<file path="src/rtl/cct_pkg.sv">
`timescale 1ns/1ps
package cct_pkg;
  localparam logic [1:0] A_VAL  = 2'd0;
  localparam logic [1:0] A_CTRL = 2'd1;
  localparam logic [1:0] A_STAT = 2'd2;

  typedef enum logic [1:0] {ACT_OFF = 2'd0, ACT_TOG = 2'd1, ACT_LOW = 2'd2, ACT_HIGH = 2'd3} act_e;
  typedef enum logic [1:0] {EDG_NONE = 2'd0, EDG_RISE = 2'd1, EDG_FALL = 2'd2, EDG_BOTH = 2'd3} edg_e;

  typedef struct packed {
    edg_e edg;
    act_e act;
    logic cap;
  } ctrl_t;

  localparam int unsigned CTRL_W = $bits(ctrl_t);

  function automatic logic pin_next(act_e a, logic cur);
    case (a)
      ACT_TOG:  return ~cur;
      ACT_LOW:  return 1'b0;
      ACT_HIGH: return 1'b1;
      default:  return cur;
    endcase
  endfunction

  function automatic logic edge_seen(edg_e s, logic prev, logic now);
    case (s)
      EDG_RISE: return now & ~prev;
      EDG_FALL: return prev & ~now;
      EDG_BOTH: return now ^ prev;
      default:  return 1'b0;
    endcase
  endfunction
endpackage

</file>
<file path="src/rtl/cct_sync_edge.sv">
`timescale 1ns/1ps
module cct_sync_edge
  import cct_pkg::*;
#(
  parameter int unsigned STAGES = 2
) (
  input  logic clk,
  input  logic rst_n,
  input  logic pin_i,
  input  edg_e sel,
  output logic hit
);
  logic [STAGES:0] chain;

  always_ff @(posedge clk or negedge rst_n) begin
    if (!rst_n) chain <= '0;
    else        chain <= {chain[STAGES-1:0], pin_i};
  end

  assign hit = edge_seen(sel, chain[STAGES], chain[STAGES-1]);
endmodule

</file>
<file path="src/rtl/cct_compare.sv">
`timescale 1ns/1ps
module cct_compare #(
  parameter int unsigned W = 16
) (
  input  logic [W-1:0] a,
  input  logic [W-1:0] b,
  input  logic         en,
  output logic         hit
);
  logic [W-1:0] same;

  for (genvar i = 0; i < W; i++) begin : g_bit
    assign same[i] = ~(a[i] ^ b[i]);
  end

  assign hit = en & (&same);
endmodule

</file>
<file path="src/rtl/cct_pin_drive.sv">
`timescale 1ns/1ps
module cct_pin_drive
  import cct_pkg::*;
(
  input  logic clk,
  input  logic rst_n,
  input  logic fire,
  input  act_e act,
  output logic pin_q
);
  always_ff @(posedge clk or negedge rst_n) begin
    if (!rst_n)    pin_q <= 1'b0;
    else if (fire) pin_q <= pin_next(act, pin_q);
  end
endmodule

</file>
<file path="src/rtl/cct_timer_channel.sv">
`timescale 1ns/1ps
module cct_timer_channel
  import cct_pkg::*;
#(
  parameter int unsigned W           = 16,
  parameter int unsigned SYNC_STAGES = 2
) (
  input  logic         clk,
  input  logic         rst_n,
  input  logic [W-1:0] cnt_i,
  input  logic         wr_en,
  input  logic [1:0]   wr_addr,
  input  logic [W-1:0] wr_data,
  input  logic [1:0]   rd_addr,
  output logic [W-1:0] rd_data,
  input  logic         pin_i,
  output logic         pin_o,
  output logic         pin_oe,
  output logic         flag_o
);
  localparam int unsigned PAD_W = W - CTRL_W;

  ctrl_t        ctrl_q;
  logic [W-1:0] val_q;
  logic         flag_q;

  logic wr_val, wr_ctrl, clr_req;
  logic cmp_hit, edge_hit, cap_hit, evt_hit;

  assign wr_val  = wr_en && (wr_addr == A_VAL);
  assign wr_ctrl = wr_en && (wr_addr == A_CTRL);
  assign clr_req = wr_en && (wr_addr == A_STAT) && wr_data[0];

  cct_sync_edge #(.STAGES(SYNC_STAGES)) u_sync (
    .clk   (clk),
    .rst_n (rst_n),
    .pin_i (pin_i),
    .sel   (ctrl_q.edg),
    .hit   (edge_hit)
  );

  cct_compare #(.W(W)) u_cmp (
    .a   (val_q),
    .b   (cnt_i),
    .en  (~ctrl_q.cap),
    .hit (cmp_hit)
  );

  cct_pin_drive u_pin (
    .clk   (clk),
    .rst_n (rst_n),
    .fire  (cmp_hit),
    .act   (ctrl_q.act),
    .pin_q (pin_o)
  );

  assign cap_hit = ctrl_q.cap & edge_hit;
  assign evt_hit = cmp_hit | cap_hit;

  always_ff @(posedge clk or negedge rst_n) begin
    if (!rst_n) begin
      val_q  <= '1;
      ctrl_q <= '0;
      flag_q <= 1'b0;
    end else begin
      if (cap_hit)     val_q <= cnt_i;
      else if (wr_val) val_q <= wr_data;
      if (wr_ctrl)     ctrl_q <= ctrl_t'(wr_data[CTRL_W-1:0]);
      if (evt_hit)      flag_q <= 1'b1;
      else if (clr_req) flag_q <= 1'b0;
    end
  end

  assign flag_o = flag_q;
  assign pin_oe = ~ctrl_q.cap && (ctrl_q.act != ACT_OFF);

  always_comb begin
    case (rd_addr)
      A_VAL:   rd_data = val_q;
      A_CTRL:  rd_data = {{PAD_W{1'b0}}, ctrl_q};
      A_STAT:  rd_data = {{(W-1){1'b0}}, flag_q};
      default: rd_data = '0;
    endcase
  end
endmodule

</file>
<file path="config.mk">
export PLATFORM = sky130hd
export DESIGN_NAME = cct_timer_channel
export DESIGN_NICKNAME = d
export VERILOG_FILES = /design/src/rtl/cct_pkg.sv /design/src/rtl/cct_sync_edge.sv /design/src/rtl/cct_compare.sv /design/src/rtl/cct_pin_drive.sv /design/src/rtl/cct_timer_channel.sv
export SDC_FILE = /design/constraint.sdc
export NUM_CORES = 1
export LEC_CHECK = 0
export BUFFER_PORTS_ARGS = -buffer_cell sky130_fd_sc_hd__clkbuf_2
export CORE_ASPECT_RATIO = 1.4
export CORE_UTILIZATION = 54
export DETAILED_ROUTE_END_ITERATION = 10
export GPL_TIMING_DRIVEN = 0
export HOLD_SLACK_MARGIN = 0.08
export PLACE_DENSITY = 0.85
export SETUP_SLACK_MARGIN = 0.5
export SYNTH_ARGS = -nofsm -noshare
export SYNTH_HDL_FRONTEND = slang
export SYNTH_HIERARCHICAL = 1
export SYNTH_SLANG_ARGS = --single-unit
</file>
<file path="constraint.sdc">
create_clock -name clk -period 3.7 [get_ports clk]
set_clock_uncertainty 0.2 [all_clocks]
set_input_delay 0.37 -clock clk [delete_from_list [all_inputs] [get_ports clk]]
set_output_delay 0.37 -clock clk [all_outputs]
set_load 0.005 [all_outputs]
</file>
==> results of run 1 <==
-- cell type report --
cell class	count	area, um2
timing repair buffer	59	305.3
buffer	5	41.29
fill	240	827.0
inverter	4	15.01
clock buffer	4	45.04
multi-input combinational	99	955.9
sequential	26	670.6
tap	37	46.29
-- flip-flops by register name, summed over array words and instances (netlist names) --
name          count
val_q            16
u_sync/chain      3
u_pin/pin_q       1
ctrl_q            5
flag_o            1
-- layout by cell type (no fill, tap or decap), drive strengths merged, types with 2 or more instances in the layout --
cell	instances
dlygate4sd3	2
o21ai	4
clkbuf	63
xor2	4
nor2	7
dfstp	16
dfrtp	10
mux2i	5
inv	4
nand4	3
mux2	38
nor4	2
and2	11
nand2	3
nand3b	2
nor2b	2
xnor2	12
ha	2
buf	3
-- critical path, stage by stage (launching register included) --
cell	delay, ns
dfrtp_1	0.38
inv_1	0.05
ha_1	0.28
nor2b_1	0.11
o21ai_1	0.07
o21ai_1	0.18
nand2_4	0.15
buf_6	0.19
mux2_4	0.30
mux2_4	0.27
-- report_power, final --
group,internal [mW],switching (mW),leakage [nW]
clock network,0.0771,0.0854,0.0228
registers,0.441,0.0961,0.287
logic,0.266,0.152,0.723
total,0.784,0.333,1.03
-- stage by stage --
stage                     cell area, um2  total power, mW  cells  hold slack [ns]  setup slack [ns]
final                               2079            1.117    234           0.1422             1.430
after global routing                2079            1.186    234           0.1443             1.287
after detailed placement            2014           0.9577    228           0.1388             1.447
after CTS                           2079            1.126    234           0.1431             1.435
after floorplan                     1683           0.8250    134          -0.1256             1.621
after global placement              2014           0.9382    228           0.1417             1.508
-- how the worst max path moves through the flow --
stage / from / to / cells past startpoint
after floorplan: u_sync/chain[1] / val_q[10] / 9
after global placement: u_sync/chain[1] / val_q[15] / 9
after detailed placement: u_sync/chain[1] / val_q[6] / 9
after CTS: u_sync/chain[1] / val_q[6] / 9
after global routing: u_sync/chain[1] / val_q[14] / 9
final: u_sync/chain[1] / val_q[6] / 9
-- metal layers --
| metal | GRT usage (%) | part of all wire (%) | vias up |
|---|---|---|---|
| met2 | 43.84 | 55 | 42 |
| met3 | 2.667 | 3.8 | 7 |
| met5 | 0 | 0 | - |
| met1 | 25.99 | 40 | 590 |
| met4 | 9.559 | 1.6 | 0 |
| li1 | - | - | 592 |
-- repair_timing --
| item | 4_1_cts | 5_1_grt |
|---|---|---|
| endpoints found under the hold margin | 11 | 0 |
| hold buffers | 2 | 0 |
| resized for setup | 0 | 0 |
-- cell families (layout without fill, tap and decap cells) --
group | Yosys count | after routing
DFF | 26 | 26
muxes | 43 | 43
xor gates and xnor gates | 16 | 16
adders and majority gates | 2 | 2
buffers and inverters | 9 | 72
AOI/OAI and AO/OA | 7 | 7
and+or+nand+nor | 31 | 31
==> flow_summary.json, run 1 <==
{
  "grt_pass1_wl_um": 5733,
  "grt_max_degree": 27,
  "worstMarginPinSlew_ns": 0.6222,
  "relSlewSlack_pct": 58.52,
  "setup_viol": 0,
  "fp.coreArea_um2": 2907,
  "r2r_start": "u_sync/chain[1]",
  "synth_area_leaders": "dfstp_2, mux2_4, dfrtp_1",
  "cts_tree": "done",
  "r2r_end": "val_q[6]",
  "clk_pin_slew_worst_paths_ns": 0.09,
  "synth_top_area_share_pct": 24.98,
  "die_area_um2": 3347,
  "synth_adder_area_share_pct": 1.487,
  "hpwl_um": 2838,
  "syn_nets": 176,
  "max_freq_mhz": 440.5,
  "htree_num_levels": 1,
  "routed_wl_um": 3576,
  "dr.pass1.iters": 4,
  "yosys_warnings": 6,
  "yosysTopAreaCell": "dfstp_2",
  "synthMuxAreaShare_pct": 32.86,
  "min-delay-start": "wr_data[3]",
  "yosysSeqAreaShare_pct": 39.85,
  "syn2layout_area_growth_pct": 23.57,
  "postCtsSetupBuffers": 0,
  "min_period_over_period_pct": 61.35,
  "ys_top_cells_by_count": "mux2_4, mux2_2, dfstp_2, xnor2_1, and2_1",
  "path_max_fanout": 10,
  "vias": 1231,
  "period_needed_ns": 2.270,
  "via_per_inst": 5.261,
  "drc": 0,
  "antenna_found_initial": 0,
  "numClockSinks": 26,
  "dieHeight_um": 68.05,
  "setup_tns_ns": 0,
  "synth_most_common_cell": "mux2_4",
  "wl_per_cell_um": 15.28,
  "grt_remaining_overflow": 0,
  "n_antenna_cell": 0,
  "netlist_area_um2": 1683,
  "worstSetupPathType": "register to register",
  "synth_xor_xnor_area_share_pct": 8.327,
  "hold_depth": 2,
  "io_pins": 59,
  "die-width_um": 49.18,
  "yosysUniqueCellTypes": 27,
  "hold_viol_final": 0,
  "routabilityCongestion": 0.7985,
  "synth-simple-area-share_pct": 11.15,
  "cts.path.max_buffers": 2,
  "post-route-util_pct": 71.55,
  "drt-initial-drc-count": 24,
  "r2r_slack_ns": 1.43,
  "ff2ff_path_depth": 9,
  "crit_arrival_ns": 2.27,
  "io_buffers": 57,
  "synth_compound_area_share_pct": 2.974,
  "ant_nets": 0,
  "initial_core_util_pct": 57.90,
  "cellLeakagePower_nw": 1.033,
  "drv_slew": 0,
  "gr-usage-all-layers_pct": 23.05,
  "fin_nets": 240,
  "synth_top_family_by_area": "multiplexers",
  "cp.required_ns": 3.70,
  "irDropWorstVdd_v": 0.0003163,
  "cts_made_buffers": 3,
  "clk_latency_ns": 0.27,
  "synth_edf_count": 0,
  "min_path_type": "primary input to register",
  "async_flop_share_pct": 100.0,
  "syn_avg_cell_area_um2": 12.56,
  "rsz0062_at_grt": "false",
  "num_rows": 23,
  "ys.flop_type": "dfstp_2",
  "power_density_nw_per_um2": 537.4,
  "cp-start-kind": "register",
  "grt_pass1_vias": 1245,
  "cp-end-kind": "register",
  "ctsRootBufferMaster": "clkbuf_8",
  "cap_viol_max_count": 0,
  "ys_ff_latch": 26,
  "synthCells": 134,
  "status": "finished, final reports clean",
  "drive_above_1_share_pct": 60.91,
  "min_to": "ctrl_q[3]"
}
No activity file was read; power rests on OpenSTA's default activity.
==> run 2, diff against run 1 <==
--- a/config.mk
+++ b/config.mk
@@ -7,11 +7,11 @@
 export LEC_CHECK = 0
 export BUFFER_PORTS_ARGS = -buffer_cell sky130_fd_sc_hd__clkbuf_2
 export CORE_ASPECT_RATIO = 1.4
-export CORE_UTILIZATION = 54
+export CORE_UTILIZATION = 50
 export DETAILED_ROUTE_END_ITERATION = 10
 export GPL_TIMING_DRIVEN = 0
 export HOLD_SLACK_MARGIN = 0.08
-export PLACE_DENSITY = 0.85
+export PLACE_DENSITY = 0.8
 export SETUP_SLACK_MARGIN = 0.5
 export SYNTH_ARGS = -nofsm -noshare
 export SYNTH_HDL_FRONTEND = slang
==> constraint.sdc (replaced) <==
create_clock -name clk -period 2.3 [get_ports clk]
set_clock_uncertainty 0.2 [all_clocks]
set_input_delay 0.23 -clock clk [delete_from_list [all_inputs] [get_ports clk]]
set_output_delay 0.23 -clock clk [all_outputs]
set_load 0.005 [all_outputs]
==> flow_summary.json, run 2 (synthesized netlist as in run 1, its figures left out) <==
{
  "hold_depth": 3,
  "mostFrequentLayoutCells": "clkbuf_2, mux2_4, mux2_2, dfstp_2, xnor2_1",
  "place_area_um2": 2031,
  "regMostFlops": "val_q",
  "routabilityCongestion": 0.7515,
  "cp.required_ns": 2.30,
  "hold_slack_ns": 0.1158,
  "total_power_mw": 2.010,
  "drc": 0,
  "worstSetupStartpoint": "u_sync/chain[1]",
  "grt_remaining_overflow": 0,
  "grt_pass1_wl_um": 6216,
  "min_period_over_period_pct": 92.56,
  "min-delay-start": "wr_data[12]",
  "syn2layout_area_growth_pct": 35.98,
  "initial_core_util_pct": 53.37,
  "n_antenna_cell": 0,
  "clk_pin_slew_worst_paths_ns": 0.09,
  "r2r_start": "u_sync/chain[1]",
  "worstSetupPathType": "register to register",
  "setup_viol": 0,
  "cp-end-kind": "register",
  "vias": 1298,
  "irDropWorstVdd_v": 0.0005122,
  "p_clk_share_pct": 18.9,
  "setup_tns_ns": 0,
  "cap_viol_max_count": 0,
  "power_frac_seq_pct": 43.1,
  "largest_register_ffs": 16,
  "ctsRootBufferMaster": "clkbuf_8",
  "path_max_fanout": 10,
  "cts.path.max_buffers": 2,
  "worstMarginPinSlew_ns": 0.6379,
  "power_density_nw_per_um2": 878.1,
  "top_regs": "val_q x16, ctrl_q x5, u_sync/chain x3",
  "drive_above_1_share_pct": 63.03,
  "dr.pass1.iters": 4,
  "gr-usage-all-layers_pct": 23.05,
  "crit_path_frequent_cell": "mux2_4",
  "drt-initial-drc-count": 37,
  "drv_slew": 0,
  "io_pins": 59,
  "dieHeight_um": 70.65,
  "antenna_found_initial": 0,
  "max_freq_mhz": 469.7,
  "share_comb_of_total_power_pct": 38.1,
  "io_buffers": 57,
  "fin_nets": 254,
  "wl_per_cell_um": 16.01,
  "min_path_type": "primary input to register",
  "num_rows": 24,
  "hold_viol_final": 0,
  "swShare_pct": 29.01,
  "grt_max_degree": 27,
  "p_int_mw": 1.427,
  "post-route-util_pct": 72.58,
  "numClockSinks": 26,
  "cp-start-kind": "register",
  "clk_latency_ns": 0.27,
  "cpMaxStageDelayCell": "dfrtp_1",
  "crit_arrival_ns": 2.13,
  "switching_power_uw": 582.9,
  "die-width_um": 51.03,
  "routed_wl_um": 4003,
  "crit_chain": "inv_1, ha_1, nor2b_1, o21ai_1, o21ai_2, nand2_4, buf_12, mux2_4, mux2_4",
  "fp.coreArea_um2": 3153,
  "cts_made_buffers": 3,
  "ff2ff_path_depth": 9,
  "status": "finished, final reports clean",
  "final_common_cell": "clkbuf_2",
  "die_area_um2": 3605,
  "relSlewSlack_pct": 57.47,
  "period_needed_ns": 2.129,
  "hpwl_um": 2926,
  "cts_tree": "done",
  "via_per_inst": 5.192,
  "critical_path.max_stage_delay_ns": 0.38,
  "htree_num_levels": 1,
  "cellLeakagePower_nw": 1.154,
  "grt_pass1_vias": 1382,
  "ant_nets": 0,
  "rsz0062_at_grt": "true",
  "design_area_um2": 2288
}
## run 2: cell count changes in the layout (fill, tap and decap cells not counted), moves of 2 or more
| cell | before | now |
|---|---|---|
| buf_12 | 0 | 2 |
| buf_4 | 0 | 8 |
| buf_6 | 3 | 0 |
| clkbuf_1 | 3 | 1 |
| dlygate4sd3_1 | 2 | 7 |
## run 2: per-layer routing
metal / GRT usage, % / wire length (um) / part of all wire (%) / vias to the layer above
met4: 9.568 / 99 / 2.5 / 0
met3: 2.796 / 104 / 2.6 / 10
met1: 24.83 / 1517 / 38 / 626
met5: 0 / 0 / 0 / -
li1: - / - / - / 624
met2: 43.57 / 2282 / 57 / 38
## run 2: critical path: cells and delay by family (launching register included)
kind | cells | cell delay [ns]
mux | 2 | 0.58
flops | 1 | 0.38
fa+ha+maj | 1 | 0.26
simple gates | 2 | 0.23
buf+inv | 2 | 0.21
compound gates | 2 | 0.19
## run 2: path summary, 6_finish.rpt
check / to / slack (ns)
min: val_q[12] / 0.12
max reg2reg: val_q[6] / 0.17
max in group asynchronous: ctrl_q[3] / 1.19
min in group asynchronous: ctrl_q[0] / 0.30
max: val_q[6] / 0.17
min reg2reg: u_sync/chain[1] / 0.17
## run 2: power groups by stage
stage,sequential [mW],combinational [mW],clock (mW)
floorplan,0.828,0.506,0
global placement,0.850,0.663,0
detailed placement,0.868,0.684,0
CTS,0.860,0.735,0.388
global route,0.885,0.820,0.404
finish,0.865,0.765,0.379
## run 2: repair_timing
item / CTS / global route
endpoints found under the hold margin: 16 / 0
pin swaps: 4 / 2
hold buffers: 7 / 0
resized for setup: 2 / 5
cloned: 0 / 1
endpoints found under the setup margin: 17 / 28
setup buffers: 5 / 3
## run 2: cell type report
class | instances | area, um2
buffer | 5 | 63.81
clock buffer | 3 | 41.29
clock inverter | 1 | 30.03
fill | 220 | 864.6
inverter | 4 | 15.01
multi-input combinational | 99 | 978.4
sequential | 26 | 670.6
tap | 39 | 48.80
timing repair buffer | 73 | 440.4
## run 2: metrics by stage
step	setup slack [ns]	cells
final	0.1711	250
after global routing	0.1002	250
after CTS	0.1799	246
after detailed placement	0.09861	230
after global placement	0.1614	230
after floorplan	0.3009	134
